### config.mk
export PLATFORM = sky130hd
export DESIGN_NAME = standby_replay_ctrl
export DESIGN_NICKNAME = d
export VERILOG_FILES = /design/src/rtl/rlog_pkg.sv /design/src/rtl/rlog_fifo.sv /design/src/rtl/rlog_fsm.sv /design/src/rtl/rlog_replay.sv /design/src/rtl/standby_replay_ctrl.sv
export SDC_FILE = /design/constraint.sdc
export NUM_CORES = 1
export LEC_CHECK = 0
export ABC_CLOCK_PERIOD_IN_PS = 3400
export CORE_MARGIN = 2
export CORE_UTILIZATION = 54
export CTS_CLUSTER_SIZE = 25
export DETAILED_ROUTE_END_ITERATION = 10
export DONT_BUFFER_PORTS = 1
export GPL_TIMING_DRIVEN = 0
export PLACE_DENSITY = 0.75
export SYNTH_ARGS = -nofsm -noshare
export SYNTH_HDL_FRONTEND = slang
export SYNTH_SLANG_ARGS = --single-unit
export TNS_END_PERCENT = 10
### constraint.sdc
create_clock -name clk -period 3.4 [get_ports clk]
set_clock_uncertainty 0.15 [all_clocks]
set_input_delay 0.68 -clock clk [delete_from_list [all_inputs] [get_ports clk]]
set_output_delay 0.68 -clock clk [all_outputs]
set_load 0.02 [all_outputs]
### src/rtl/rlog_pkg.sv
package rlog_pkg;
  typedef enum logic [1:0] {
    ST_LOG    = 2'd0,
    ST_WAIT   = 2'd1,
    ST_REPLAY = 2'd2,
    ST_LIVE   = 2'd3
  } rlog_state_e;
endpackage

### src/rtl/rlog_fifo.sv
module rlog_fifo #(
  parameter int DEPTH = 16,
  parameter int EW    = 9,
  localparam int AW   = $clog2(DEPTH),
  localparam int CW   = AW + 1
) (
  input  logic          clk,
  input  logic          rst_n,
  input  logic          clr,
  input  logic [1:0]    push_n,
  input  logic [EW-1:0] ent_a,
  input  logic [EW-1:0] ent_b,
  input  logic [1:0]    pop_n,
  output logic [EW-1:0] head0,
  output logic [EW-1:0] head1,
  output logic [CW-1:0] count,
  output logic          ovf
);
  logic [EW-1:0] mem [DEPTH];
  logic [AW-1:0] rptr_q, wptr_q, rbase, wbase, rptr_d, wptr_d;
  logic [CW-1:0] cnt_q, cbase, free, req, acc, cnt_d;
  logic          wr_a, wr_b, upd;

  always_comb begin
    rbase = clr ? '0 : rptr_q;
    wbase = clr ? '0 : wptr_q;
    cbase = clr ? '0 : cnt_q;
    free  = CW'(DEPTH) - cbase;
    req   = CW'(push_n);
    if (req > free) begin
      acc = free;
      ovf = 1'b1;
    end else begin
      acc = req;
      ovf = 1'b0;
    end
    wr_a   = (acc != '0);
    wr_b   = (acc[CW-1:1] != '0);
    cnt_d  = cbase + acc - CW'(pop_n);
    rptr_d = rbase + AW'(pop_n);
    wptr_d = wbase + AW'(acc);
    upd    = clr | (|push_n) | (|pop_n);
  end

  always_ff @(posedge clk) begin
    if (wr_a) mem[wbase] <= ent_a;
    if (wr_b) mem[wbase + AW'(1)] <= ent_b;
  end

  always_ff @(posedge clk or negedge rst_n) begin
    if (!rst_n) begin
      rptr_q <= '0;
      wptr_q <= '0;
      cnt_q  <= '0;
    end else if (upd) begin
      rptr_q <= rptr_d;
      wptr_q <= wptr_d;
      cnt_q  <= cnt_d;
    end
  end

  assign head0 = mem[rptr_q];
  assign head1 = mem[rptr_q + AW'(1)];
  assign count = cnt_q;
endmodule

### src/rtl/rlog_fsm.sv
module rlog_fsm
  import rlog_pkg::*;
(
  input  logic        clk,
  input  logic        rst_n,
  input  logic        rec_start,
  input  logic        restore_done,
  input  logic        ckpt_ack,
  input  logic        log_empty,
  output rlog_state_e state_q
);
  rlog_state_e state_d;

  always_comb begin
    state_d = state_q;
    unique case (state_q)
      ST_LOG:    if (rec_start)    state_d = ST_WAIT;
      ST_WAIT:   if (restore_done) state_d = ST_REPLAY;
      ST_REPLAY: if (log_empty)    state_d = ST_LIVE;
      ST_LIVE:   if (ckpt_ack)     state_d = ST_LOG;
      default:                     state_d = ST_LOG;
    endcase
  end

  always_ff @(posedge clk or negedge rst_n) begin
    if (!rst_n) state_q <= ST_LOG;
    else if (state_d != state_q) state_q <= state_d;
  end
endmodule

### src/rtl/rlog_replay.sv
module rlog_replay
  import rlog_pkg::*;
#(
  parameter int W = 8,
  localparam int EW = W + 1
) (
  input  rlog_state_e   state,
  input  logic          has1,
  input  logic          has2,
  input  logic [EW-1:0] head0,
  input  logic [EW-1:0] head1,
  input  logic          core_in_req,
  input  logic [W-1:0]  live_in,
  input  logic          core_out_valid,
  input  logic [W-1:0]  core_out_data,
  output logic [W-1:0]  core_in_data,
  output logic          ext_out_valid,
  output logic [1:0]    push_n,
  output logic [EW-1:0] ent_a,
  output logic [EW-1:0] ent_b,
  output logic [1:0]    pop_n,
  output logic          div_hit
);
  logic          in_hit, out_hit, cand_ok;
  logic [EW-1:0] cand;

  always_comb begin
    core_in_data  = live_in;
    ext_out_valid = core_out_valid;
    push_n        = 2'd0;
    ent_a         = {1'b0, live_in};
    ent_b         = {1'b1, core_out_data};
    pop_n         = 2'd0;
    div_hit       = 1'b0;
    in_hit        = 1'b0;
    out_hit       = 1'b0;
    cand          = '0;
    cand_ok       = 1'b0;
    unique case (state)
      ST_LOG: begin
        if (core_in_req && core_out_valid) begin
          push_n = 2'd2;
        end else if (core_in_req) begin
          push_n = 2'd1;
        end else if (core_out_valid) begin
          push_n = 2'd1;
          ent_a  = {1'b1, core_out_data};
        end
      end
      ST_WAIT: ext_out_valid = 1'b0;
      ST_REPLAY: begin
        if (has1) begin
          ext_out_valid = 1'b0;
          in_hit = core_in_req && !head0[W];
          if (core_in_req && head0[W]) div_hit = 1'b1;
          if (in_hit) core_in_data = head0[W-1:0];
          cand    = in_hit ? head1 : head0;
          cand_ok = in_hit ? has2 : 1'b1;
          if (core_out_valid) begin
            if (cand_ok && cand[W]) begin
              out_hit = 1'b1;
              if (cand[W-1:0] != core_out_data) div_hit = 1'b1;
            end else begin
              div_hit = 1'b1;
            end
          end
          pop_n = {1'b0, in_hit} + {1'b0, out_hit};
        end
      end
      default: ;
    endcase
  end
endmodule

### src/rtl/standby_replay_ctrl.sv
module standby_replay_ctrl
  import rlog_pkg::*;
#(
  parameter int W     = 8,
  parameter int DEPTH = 16,
  localparam int EW   = W + 1,
  localparam int CW   = $clog2(DEPTH) + 1
) (
  input  logic         clk,
  input  logic         rst_n,
  input  logic         ckpt_ack,
  input  logic         rec_start,
  input  logic         restore_done,
  input  logic [W-1:0] live_in_data,
  input  logic         core_in_req,
  output logic [W-1:0] core_in_data,
  input  logic         core_out_valid,
  input  logic [W-1:0] core_out_data,
  output logic         ext_out_valid,
  output logic [W-1:0] ext_out_data,
  output logic         rec_done,
  output logic         full_ckpt_req,
  output logic         div_err
);
  logic [1:0]    rst_sync_q;
  logic          rst_int_n;
  rlog_state_e   state_q;
  logic [EW-1:0] head0, head1, ent_a, ent_b;
  logic [CW-1:0] log_cnt;
  logic [1:0]    push_n, pop_n;
  logic          log_empty, clr, fifo_ovf, div_hit;
  logic          ovf_q, div_q;

  always_ff @(posedge clk or negedge rst_n) begin
    if (!rst_n) rst_sync_q <= 2'b00;
    else        rst_sync_q <= {rst_sync_q[0], 1'b1};
  end
  assign rst_int_n = rst_sync_q[1];

  assign log_empty = (log_cnt == '0);
  assign clr       = ckpt_ack && ((state_q == ST_LOG) || (state_q == ST_LIVE));

  rlog_fsm u_fsm (
    .clk          (clk),
    .rst_n        (rst_int_n),
    .rec_start    (rec_start),
    .restore_done (restore_done),
    .ckpt_ack     (ckpt_ack),
    .log_empty    (log_empty),
    .state_q      (state_q)
  );

  rlog_fifo #(.DEPTH(DEPTH), .EW(EW)) u_log (
    .clk    (clk),
    .rst_n  (rst_int_n),
    .clr    (clr),
    .push_n (push_n),
    .ent_a  (ent_a),
    .ent_b  (ent_b),
    .pop_n  (pop_n),
    .head0  (head0),
    .head1  (head1),
    .count  (log_cnt),
    .ovf    (fifo_ovf)
  );

  rlog_replay #(.W(W)) u_rep (
    .state          (state_q),
    .has1           (log_cnt != '0),
    .has2           (log_cnt > CW'(1)),
    .head0          (head0),
    .head1          (head1),
    .core_in_req    (core_in_req),
    .live_in        (live_in_data),
    .core_out_valid (core_out_valid),
    .core_out_data  (core_out_data),
    .core_in_data   (core_in_data),
    .ext_out_valid  (ext_out_valid),
    .push_n         (push_n),
    .ent_a          (ent_a),
    .ent_b          (ent_b),
    .pop_n          (pop_n),
    .div_hit        (div_hit)
  );

  always_ff @(posedge clk or negedge rst_int_n) begin
    if (!rst_int_n) begin
      ovf_q <= 1'b0;
    end else if (fifo_ovf) begin
      ovf_q <= 1'b1;
    end else if (clr) begin
      ovf_q <= 1'b0;
    end
  end

  always_ff @(posedge clk or negedge rst_int_n) begin
    if (!rst_int_n)   div_q <= 1'b0;
    else if (div_hit) div_q <= 1'b1;
  end

  assign ext_out_data  = core_out_data;
  assign rec_done      = (state_q == ST_REPLAY) && log_empty;
  assign full_ckpt_req = ovf_q;
  assign div_err       = div_q;
endmodule

==> results.toml <==
[worst_setup_path]
r2r-start = "u_log.rptr_q[1]"
ff2ff_path_depth = 14
crit_fanout = 10
r2r_end = "u_log.count[3]"
worst_ep_required_time_ns = 3.58
r2r_slack_ns = -0.81
cp.arrival_ns = 4.40
worstSetupPathType = "flip-flop to flip-flop"
endpoint_kind = "flip-flop"
crit_path_start_kind = "flip-flop"

[synth]
async_flop_share = 0.117
synth_warnings = 0
synth_top_area_share = 0.364
synth-edff-count = 128
synth_compound_area_frac = 0.134
synth.distinct_cells = 67
synth_xor_area_frac = 0.0107
synth_cells = 909
ys_seq_area_frac = 0.439
synth_ff_type = "edfxtp_1"
postSynthAreaPerCell_um2 = 11.6
syn-cell-area_um2 = 10600
synth_mux_area_frac = 0.212
yosys.area_share.adder = 0.0360
ys_seq_elements = 163
yosys.area_share.simple = 0.120
synth_area_leaders = "edfxtp_1 (36%), mux4_2 (16%), o21ai_0 (4.7%), nand2_1 (4.7%), dfrtp_1 (4.5%)"
synth_top_family_by_area = "multiplexers"
yosys.area.top_type = "edfxtp_1"

[cells_and_area]
antenna_cells = 0
nets = 1022
final_util = 0.643
area_growth_pct = 17.7
layout_common_cells = "nand2_1 (130), edfxtp_1 (128), o21ai_0 (88)"
layout_commonest_cell = "nand2_1"
layout-drive-gt1-share = 0.296

[job]
drv_cap = 0

[global_routing]
grt_max_degree = 18
grt-ovfl-total = 0
antenna_found_initial = 0
grtUsageTotal = 0.325
grt_pass1_vias = 8370
grt_pass1_wl_mm = 48.7

[place]
gp_congestion = 0.996
io_buffers = 0
dp_hpwl_mm = 23.2

[drt]
wirelength_mm = 32.6
route.vias.total = 8638
avgRoutedWirePerCell_um = 26.1
drc_errors = 0
first_pass_iters = 8
antenna_left = 0
first_iter_violations = 1325
vias_per_cell = 6.92

[cts]
insertion_delay_ns = 0.44
cts_htree_levels = 4
clk_pin_slew_ns = 0.07
cts_root_buffer = "clkbuf_16"
ctsLongestPathBuffers = 2
cts.sinks = 163
cts_buffers = 17
cts_tree = "yes"

[floorplan]
dieWidth_um = 144
start_util = 0.546
die_area_um2 = 20700
dieHeight_um = 144
pin_count = 43
coreArea_um2 = 19300
rows = 51

[min_path]
hold_path_class = "flip-flop to asynchronous set/reset pin"

[sta]
slew_headroom = 0.381
clock.fmax_ghz = 0.237
whs_ns = 0.169
worst_slack_ns = -0.812
period_share = 1.24
period_minus_slack_ns = 4.21
hold_viol = 0
worst_pin_slew_ns = 0.903
rsz0062_at_grt = "yes"
setup_violations = 294
slew_violations = 0

[run_status]
status = "complete, but fails checks"
violations = "setup timing"

[power_and_ir_drop]
p_leak_uw = 0.00451
power_density_nw_per_um2 = 816
irDropWorstVdd_mv = 0.923
## cell usage after synthesis (all sizes together), types with 8 or more instances
| cell type | n |
|---|---|
| nand2b | 16 |
| nor2b | 9 |
| nor3 | 10 |
| dfxtp | 16 |
| and3 | 9 |
| a22o | 48 |
| clkbuf | 46 |
| mux2 | 20 |
| nor2 | 32 |
| ha | 24 |
| inv | 28 |
| edfxtp | 128 |
| o21ai | 103 |
| nand2 | 134 |
| or2 | 8 |
| mux4 | 75 |
| a21oi | 19 |
| nand3 | 10 |
| and2 | 11 |
| dfrtp | 19 |
| a211o | 13 |
| mux2i | 31 |
| xnor2 | 9 |
| buf | 36 |
## registers in the layout, indices dropped and copies added (netlist names)
signal         count
u_fsm.state_q      2
u_log.mem        144
u_log.count        5
full_ckpt_req      1
u_log.rptr_q       4
u_log.wptr_q       4
rst_sync_q         2
div_err            1
## how the worst max path moves through the flow
stage                      from        endpoint  slack (ns)  cells past startpoint
3_5_place_dp    u_log.rptr_q[1]  u_log.count[4]       -1.38                     22
6_report        u_log.rptr_q[1]  u_log.count[3]       -0.81                     14
5_1_grt        u_fsm.state_q[0]  u_log.count[4]       -0.96                     20
3_3_place_gp    u_log.rptr_q[1]  u_log.count[4]       -1.29                     22
4_1_cts        u_fsm.state_q[1]  u_log.count[4]       -0.84                     21
2_1_floorplan  u_fsm.state_q[1]  u_log.count[4]       -0.92                     21
## cell families after synthesis
| family | after synthesis |
|---|---|
| compound gates | 214 |
| xor+xnor | 12 |
| fa+ha+maj | 28 |
| buf+inv | 111 |
| flops | 163 |
| mux | 126 |
| other cells | 2 |
| simple gates | 253 |
## power by group
group          internal, uW  switching [uW]
Sequential             2580             275
Clock                  1030             876
Combinational          2450            2930
## cell type report
cell class / count / area, um^2
Buffer: 79 / 591
Clock buffer: 18 / 429
Clock inverter: 14 / 144
Fill cell: 1419 / 6900
Inverter: 29 / 116
Multi-Input combinational cell: 638 / 5800
Sequential cell: 163 / 4640
Tap cell: 265 / 332
Timing Repair Buffer: 43 / 380
## timing repair
action,in CTS,in global routing
pin swaps,29,17
hold endpoints to repair,2,0
resized for setup,98,52
gates cloned,1,0
hold buffers,1,0
setup buffers,28,15
endpoints found under the setup margin,294,294
## worst max-delay path, stage by stage (launching register included)
cell and delay, ns:
dfrtp_2 0.43, buf_12 0.17, mux4_2 0.52, mux4_2 0.57, nor2_8 0.17, buf_8 0.17
ha_1 0.15, nand2_1 0.14, fa_1 0.55, buf_4 0.15, ha_1 0.26, a21o_1 0.16
a21oi_2 0.14, xnor2_1 0.09, mux2_2 0.26
## through the flow
stage	power (uW)	instance area [um^2]	TNS [ns]	setup WS, ns	instances
finish	10100	12400	-110.71	-0.812	1249
floorplan	6180	10700	-50.99	-0.920	911
global route	10600	12400	-141.54	-0.959	1249
CTS	9680	12200	-85.18	-0.840	1234
detailed placement	7310	11000	-223.04	-1.38	1176
global placement	7190	11000	-210.27	-1.29	1176
## per-layer routing
layer / routed length [um] / global-route usage / vias to the layer above
li1: - / - / 3579
met1: 11400 / 0.402 / 4193
met2: 16000 / 0.541 / 705
met3: 3530 / 0.0710 / 161
met4: 1790 / 0.163 / 0
met5: 0 / 0 / -
Power figures use the tool's default switching activity.
